**config.mk**
```make
export PLATFORM = sky130hd
export DESIGN_NAME = vplane_reset_link
export DESIGN_NICKNAME = d
export VERILOG_FILES = /design/src/rtl/prst_pkg.sv /design/src/rtl/prst_tx_sched.sv /design/src/rtl/prst_rx_apply.sv /design/src/rtl/vplane_reset_link.sv
export SDC_FILE = /design/constraint.sdc
export NUM_CORES = 2
export LEC_CHECK = 0
export BUFFER_PORTS_ARGS = -buffer_cell sky130_fd_sc_hd__buf_2
export CAP_MARGIN = 20
export CORE_MARGIN = 4
export CORE_UTILIZATION = 50
export DETAILED_ROUTE_END_ITERATION = 10
export PLACE_DENSITY = 0.78
export SYNTH_ARGS = -nofsm -noshare
export SYNTH_HDL_FRONTEND = slang
export SYNTH_SLANG_ARGS = --single-unit
```
**constraint.sdc**
```tcl
create_clock -name clk -period 7.05 [get_ports clk]
set_clock_uncertainty 0.1 [all_clocks]
set_input_delay 1.41 -clock clk [delete_from_list [all_inputs] [get_ports clk]]
set_output_delay 1.41 -clock clk [all_outputs]
set_load 0.01 [all_outputs]
```
**src/rtl/prst_pkg.sv**
```systemverilog
`timescale 1ns/1ps
package prst_pkg;
  // receive-side handling phase
  typedef enum logic [1:0] {
    RXS_IDLE  = 2'd0,
    RXS_FLUSH = 2'd1,
    RXS_CONF  = 2'd2
  } rx_phase_e;
endpackage

```
**src/rtl/prst_tx_sched.sv**
```systemverilog
`timescale 1ns/1ps
module prst_tx_sched #(
  parameter int NG  = 16,
  parameter int GW  = 16,
  parameter int TW  = 16,
  parameter int GIW = $clog2(NG)
) (
  input  logic            clk,
  input  logic            rst,
  input  logic            link_up,
  input  logic [NG*GW-1:0] loc_lvl,
  input  logic [TW-1:0]   retry_limit,
  input  logic            ack_valid,
  input  logic [GIW-1:0]  ack_grp,
  input  logic [GW-1:0]   ack_mask,
  input  logic            cnf_pend,
  input  logic [GIW-1:0]  cnf_grp,
  input  logic [GW-1:0]   cnf_mask,
  output logic            cnf_take,
  input  logic            tx_ready,
  output logic            tx_valid,
  output logic            tx_ack,
  output logic [GIW-1:0]  tx_grp,
  output logic [GW-1:0]   tx_mask
);
  logic [GW-1:0] loc_g  [NG];
  logic [GW-1:0] conf_q [NG];
  logic [GW-1:0] reqm_q [NG];
  logic [TW-1:0] tmr_q  [NG];
  logic [NG-1:0] pend_q;
  logic [NG-1:0] need;
  logic [NG-1:0] ack_hit;
  logic [GIW-1:0] pick;
  logic           any_need;
  logic           load_en;
  logic           launch;

  assign load_en  = link_up && (!tx_valid || tx_ready);
  assign cnf_take = load_en && cnf_pend;
  assign launch   = load_en && !cnf_pend && any_need;

  // lowest group wins
  always_comb begin
    pick     = '0;
    any_need = |need;
    for (int i = NG - 1; i >= 0; i--) begin
      if (need[i]) pick = GIW'(i);
    end
  end

  for (genvar g = 0; g < NG; g++) begin : g_grp
    logic expired;
    assign loc_g[g]   = loc_lvl[g*GW +: GW];
    assign expired    = tmr_q[g] >= retry_limit;
    assign ack_hit[g] = ack_valid && (ack_grp == GIW'(g)) && pend_q[g]
                        && (ack_mask == reqm_q[g]);
    assign need[g]    = !ack_hit[g] &&
                        (pend_q[g] ? expired : (loc_g[g] != conf_q[g]));

    always_ff @(posedge clk) begin
      if (rst || !link_up) begin
        conf_q[g] <= '1;
        reqm_q[g] <= '0;
        pend_q[g] <= 1'b0;
        tmr_q[g]  <= '0;
      end else if (ack_hit[g]) begin
        conf_q[g] <= reqm_q[g];
        pend_q[g] <= 1'b0;
        tmr_q[g]  <= '0;
      end else if (launch && (pick == GIW'(g))) begin
        reqm_q[g] <= loc_g[g];
        pend_q[g] <= 1'b1;
        tmr_q[g]  <= '0;
      end else if (pend_q[g] && !expired) begin
        tmr_q[g]  <= tmr_q[g] + 1'b1;
      end
    end
  end

  always_ff @(posedge clk) begin
    if (rst || !link_up) begin
      tx_valid <= 1'b0;
      tx_ack   <= 1'b0;
      tx_grp   <= '0;
      tx_mask  <= '0;
    end else if (load_en) begin
      if (cnf_pend) begin
        tx_valid <= 1'b1;
        tx_ack   <= 1'b1;
        tx_grp   <= cnf_grp;
        tx_mask  <= cnf_mask;
      end else if (any_need) begin
        tx_valid <= 1'b1;
        tx_ack   <= 1'b0;
        tx_grp   <= pick;
        tx_mask  <= loc_g[pick];
      end else begin
        tx_valid <= 1'b0;
      end
    end
  end

  // a stalled message must not change
  assert_tx_hold_R12: assert property (@(posedge clk) disable iff (rst)
    (tx_valid && !tx_ready && link_up) |=>
      (!link_up || (tx_valid && $stable(tx_grp) && $stable(tx_mask) && $stable(tx_ack))));
endmodule

```
**src/rtl/prst_rx_apply.sv**
```systemverilog
`timescale 1ns/1ps
module prst_rx_apply
  import prst_pkg::*;
#(
  parameter int NG  = 16,
  parameter int GW  = 16,
  parameter int GIW = $clog2(NG)
) (
  input  logic             clk,
  input  logic             rst,
  input  logic             link_up,
  input  logic             req_valid,
  input  logic [GIW-1:0]   req_grp,
  input  logic [GW-1:0]    req_mask,
  output logic [NG*GW-1:0] peer_lvl,
  output logic             flush_req,
  output logic [GIW-1:0]   flush_grp,
  output logic [GW-1:0]    flush_mask,
  input  logic             flush_done,
  output logic             cnf_pend,
  output logic [GIW-1:0]   cnf_grp,
  output logic [GW-1:0]    cnf_mask,
  input  logic             cnf_take
);
  rx_phase_e     phase_q;
  logic [GW-1:0] peer_q [NG];
  logic [GW-1:0] hold_mask_q;
  logic [GIW-1:0] hold_grp_q;
  logic [GW-1:0] rise;

  assign rise      = req_mask & ~peer_q[req_grp];
  assign cnf_grp   = hold_grp_q;
  assign cnf_mask  = hold_mask_q;
  assign flush_grp = hold_grp_q;

  for (genvar g = 0; g < NG; g++) begin : g_out
    assign peer_lvl[g*GW +: GW] = peer_q[g];
  end

  always_ff @(posedge clk) begin
    if (rst || !link_up) begin
      for (int i = 0; i < NG; i++) peer_q[i] <= '1;
      phase_q     <= RXS_IDLE;
      flush_req   <= 1'b0;
      flush_mask  <= '0;
      cnf_pend    <= 1'b0;
      hold_grp_q  <= '0;
      hold_mask_q <= '0;
    end else begin
      case (phase_q)
        RXS_IDLE: begin
          if (req_valid) begin
            peer_q[req_grp] <= req_mask;
            hold_grp_q      <= req_grp;
            hold_mask_q     <= req_mask;
            if (|rise) begin
              flush_req  <= 1'b1;
              flush_mask <= rise;
              phase_q    <= RXS_FLUSH;
            end else begin
              cnf_pend   <= 1'b1;
              phase_q    <= RXS_CONF;
            end
          end
        end
        RXS_FLUSH: begin
          if (flush_done) begin
            flush_req <= 1'b0;
            cnf_pend  <= 1'b1;
            phase_q   <= RXS_CONF;
          end
        end
        default: begin
          if (cnf_take) begin
            cnf_pend <= 1'b0;
            phase_q  <= RXS_IDLE;
          end
        end
      endcase
    end
  end

  assert_link_down_clear_R11: assert property (@(posedge clk) disable iff (rst)
    !link_up |=> (&peer_lvl));

  assert_flush_hold_R8: assert property (@(posedge clk) disable iff (rst)
    (flush_req && !flush_done && link_up) |=>
      (!link_up || (flush_req && $stable(flush_grp) && $stable(flush_mask))));

  assert_busy_drop_R9: assert property (@(posedge clk) disable iff (rst)
    ((phase_q != RXS_IDLE) && link_up) |=> (!link_up || $stable(peer_lvl)));
endmodule

```
**src/rtl/vplane_reset_link.sv**
```systemverilog
`timescale 1ns/1ps
module vplane_reset_link #(
  parameter int          NUM_PLANES = 256,
  parameter int          GROUP_SIZE = 16,
  parameter int          TIMER_W    = 16,
  parameter logic [7:0]  MSG_TYPE   = 8'h3A,
  parameter int          GIDX_W     = $clog2(NUM_PLANES / GROUP_SIZE)
) (
  input  logic                  clk,
  input  logic                  rst,
  input  logic                  link_up,
  input  logic [TIMER_W-1:0]    retry_limit,
  input  logic [NUM_PLANES-1:0] local_lvl,
  input  logic                  tx_ready,
  output logic                  tx_valid,
  output logic [7:0]            tx_type,
  output logic                  tx_ack,
  output logic [GIDX_W-1:0]     tx_grp,
  output logic [GROUP_SIZE-1:0] tx_mask,
  input  logic                  rx_valid,
  input  logic [7:0]            rx_type,
  input  logic                  rx_ack,
  input  logic [GIDX_W-1:0]     rx_grp,
  input  logic [GROUP_SIZE-1:0] rx_mask,
  output logic [NUM_PLANES-1:0] peer_lvl,
  output logic                  flush_req,
  output logic [GIDX_W-1:0]     flush_grp,
  output logic [GROUP_SIZE-1:0] flush_mask,
  input  logic                  flush_done
);
  localparam int NUM_GROUPS = NUM_PLANES / GROUP_SIZE;

  logic                  ours;
  logic                  in_req;
  logic                  in_ack;
  logic                  cnf_pend;
  logic                  cnf_take;
  logic [GIDX_W-1:0]     cnf_grp;
  logic [GROUP_SIZE-1:0] cnf_mask;

  assign ours    = rx_valid && (rx_type == MSG_TYPE);
  assign in_req  = ours && !rx_ack;
  assign in_ack  = ours && rx_ack;
  assign tx_type = MSG_TYPE;

  prst_tx_sched #(
    .NG(NUM_GROUPS), .GW(GROUP_SIZE), .TW(TIMER_W), .GIW(GIDX_W)
  ) u_tx (
    .clk(clk), .rst(rst), .link_up(link_up),
    .loc_lvl(local_lvl), .retry_limit(retry_limit),
    .ack_valid(in_ack), .ack_grp(rx_grp), .ack_mask(rx_mask),
    .cnf_pend(cnf_pend), .cnf_grp(cnf_grp), .cnf_mask(cnf_mask),
    .cnf_take(cnf_take),
    .tx_ready(tx_ready), .tx_valid(tx_valid), .tx_ack(tx_ack),
    .tx_grp(tx_grp), .tx_mask(tx_mask)
  );

  prst_rx_apply #(
    .NG(NUM_GROUPS), .GW(GROUP_SIZE), .GIW(GIDX_W)
  ) u_rx (
    .clk(clk), .rst(rst), .link_up(link_up),
    .req_valid(in_req), .req_grp(rx_grp), .req_mask(rx_mask),
    .peer_lvl(peer_lvl),
    .flush_req(flush_req), .flush_grp(flush_grp), .flush_mask(flush_mask),
    .flush_done(flush_done),
    .cnf_pend(cnf_pend), .cnf_grp(cnf_grp), .cnf_mask(cnf_mask),
    .cnf_take(cnf_take)
  );

  assert_foreign_type_R10: assert property (@(posedge clk) disable iff (rst)
    (rx_valid && (rx_type != MSG_TYPE) && link_up) |=> (!link_up || $stable(peer_lvl)));
endmodule

```
==> results.ini <==
[clock_network]
clk_latency_ns = 0.77
cts_hold_buf = 0
root_buffer = clkbuf_16
cts_buffers = 114
clkTransAtPathRegs_ns = 0.06
cts.sinks = 1102
post_cts_buffers = 0
htree_num_levels = 3
cts-resized-gates = 0
cts_tree = yes
cts.path.max_buffers = 3

[synthesis]
async_reset_ff_frac = 0
yosys_register_bits = 1102
ys_seq_area_frac = 0.5342
avgSynthCellArea_um2 = 11.77
yosysTopAreaCell = edfxtp_1
synth_top_family_by_area = simple AND/OR/NAND/NOR gates
synthMuxAreaShare = 0.04232
synth_top_flop_cell = edfxtp_1
syn_inst = 5140
yosysUniqueCellTypes = 93
yosys_warnings = 0
synth_compound_area_frac = 0.04969
netlist.area_leader.share = 0.5084
netlist_area_um2 = 60490
synth_fa_ha_area_frac = 0.05627
synth-xor-area-share = 0.1063
synth_edf_count = 1024
ys_top_cells_by_count = 1024 x edfxtp_1, 490 x xor2_1, 396 x nor2_1
yosysMostFrequentCell = edfxtp_1
synth.area.top_cells = edfxtp_1 51%, xor2_1 7.1%, ha_1 5.6%
synth_simple_gate_area_frac = 0.1865

[timing]
fin_crit_ns = 6.362
fin_crit_sh = 0.9024
slew_headroom = 0.1625
report.final.slew_viol_count = 0
rsz0062_at_grt = false
finalWorstSetupSlack_ns = 0.6883
setup_violations = 0
setup_tns_ns = 0
worst_pin_slew_ns = 1.247
hold_viol = 0
fmax_ghz = 0.1572

[route]
top_layer_used = met5
num_vias = 47725
finalWirelength_um = 226400
drc_errors = 0
wl_met2_um = 98360
wl_per_cell_um = 30.07
wl_met1_um = 79270
viasPerCell = 6.338
wl_met3_um = 32090
dr.first_iter.drc_count = 7071
dr.pass1.iters = 6
antenna_left = 0

[grt]
grt_pass1_wl_um = 317200
grt_max_degree = 92
antenna_found_initial = 66
grt_overflow = 0
grt_usage = 0.3463
grt_pass1_vias = 45368

[placed_design]
place_ws_ns = 0.3939
io_buffers = 605
hpwl_um = 171000
gp_congestion = 1.094

[run]
max_cap_viol_count = 0

[die]
num_rows = 127
io-pin-count = 614
core-area_um2 = 120000
die_h_um = 355.8
start_util = 0.5042
die_area_um2 = 126600
die_x_um = 355.8

[critical_path]
path_class = in2reg
critPathLaunchType = input port
endpoint_kind = register
r2r_cells = 17
crit_required_ns = 7.59
path_max_fanout = 45
cp.arrival_ns = 6.90

[finish]
fillers = 9561
layout.nets = 6358
drive_gt1_frac = 0.2162
syn_to_final_growth_pct = 15.47

[worst_hold_path]
hold_class = reg2reg
hold_depth = 2

[power]
peakVddDrop_v = 0.0001947
power_density_nw_per_um2 = 221.9
p_leak_nw = 24.95

[outcome]
status = completed

cells by family after synthesis:
| family | Yosys count |
|---|---|
| AOI/OAI and AO/OA | 439 |
| xor gates and xnor gates | 734 |
| adders and majority gates | 272 |
| buffers and inverters | 355 |
| DFF | 1102 |
| muxes | 155 |
| other | 2 |
| and+or+nand+nor | 2081 |
flip-flops by register name, indices dropped and copies added (netlist names):
signal	count
u_tx.tx_mask	16
u_rx.flush_req	1
u_tx.pend_q	16
u_rx.cnf_pend	1
u_rx.phase_q	2
u_rx.cnf_mask	16
u_tx.conf_q	256
u_tx.tx_valid	1
u_tx.tx_ack	1
u_rx.flush_mask	16
u_tx.tmr_q	256
u_tx.tx_grp	4
u_rx.peer_q	256
u_tx.reqm_q	256
u_rx.cnf_grp	4
critical path, stage by stage:
cell,delay (ns)
buf_2,0.12
and4bb_1,0.31
nand4_1,0.28
or3_1,0.71
or4_1,0.61
buf_4,0.21
o31ai_1,0.19
or3_1,0.22
o211ai_2,0.14
a211oi_4,0.47
o221ai_4,0.33
buf_12,0.34
mux2i_1,0.56
o22ai_1,0.19
a2111oi_2,0.67
o21bai_1,0.10
where the power goes:
group          switching (W)  leakage [nW]  total, W  internal (W)
clock network        0.00276          1.90   0.00630       0.00354
registers           0.000227          10.6   0.00760       0.00737
logic                0.00104          12.4   0.00160      0.000559
metrics by stage:
step / instances / total power (W) / utilization / area (um^2) / hold slack, ns
5_1_grt: 7503 / 0.01587 / 0.5816 / 69780 / 0.3706
6_report: 7530 / 0.01550 / 0.5822 / 69840 / 0.3528
3_3_place_gp: 7274 / 0.009221 / 0.5489 / 65850 / 0.3399
4_1_cts: 7491 / 0.01544 / 0.5812 / 69730 / 0.3524
3_5_place_dp: 7274 / 0.009259 / 0.5489 / 65850 / 0.3392
2_1_floorplan: 5146 / 0.008456 / - / 60510 / 0.3328
final cells by class:
| type | instances | area (um^2) | area share |
|---|---|---|---|
| Inverter | 89 | 334.1 | 0.004783 |
| Sequential cell | 1102 | 32310 | 0.4626 |
| Clock inverter | 81 | 915.9 | 0.01311 |
| Timing Repair Buffer | 783 | 4439 | 0.06356 |
| Multi-Input combinational cell | 3689 | 26770 | 0.3832 |
| Clock buffer | 136 | 2965 | 0.04246 |
| Tap cell | 1612 | 2017 | 0.02888 |
| Antenna cell | 38 | 95.09 | 0.001361 |
cells in the final DEF (no fill, tap or decap), types with 80 or more instances in the layout:
master / n
inv_1: 87
xor2_1: 490
mux4_2: 80
buf_4: 174
xnor2_1: 244
edfxtp_1: 1024
nand2_1: 243
and2_1: 252
nor2_1: 396
buf_2: 603
o21ai_0: 81
nand2b_1: 149
or2_2: 183
nor4_1: 97
a21oi_1: 110
clkbuf_16: 114
ha_1: 272
or3_1: 235
nand3_1: 164
nand4_1: 114
layer usage:
metal	vias to the layer above	GRT usage
met5	-	0
met4	38	0.2083
met1	23361	0.4362
met2	3554	0.5191
li1	20010	-
met3	762	0.1159
path summary, 6_finish.rpt:
check	slack (ns)	to	start
worst min-delay path	0.35	u_rx.cnf_mask[0]$_SDFFE_PP0P_	u_rx.cnf_mask[0]$_SDFFE_PP0P_
worst min register to register	0.35	u_rx.cnf_mask[0]$_SDFFE_PP0P_	u_rx.cnf_mask[0]$_SDFFE_PP0P_
worst max-delay path	0.69	u_tx.tx_mask[10]$_SDFFE_PP0P_	rx_type[7]
worst max register to register	1.43	u_tx.tx_mask[10]$_SDFFE_PP0P_	u_tx.tmr_q[1][96]$_SDFFCE_PN0P_
(Power assumes the default switching activity.)
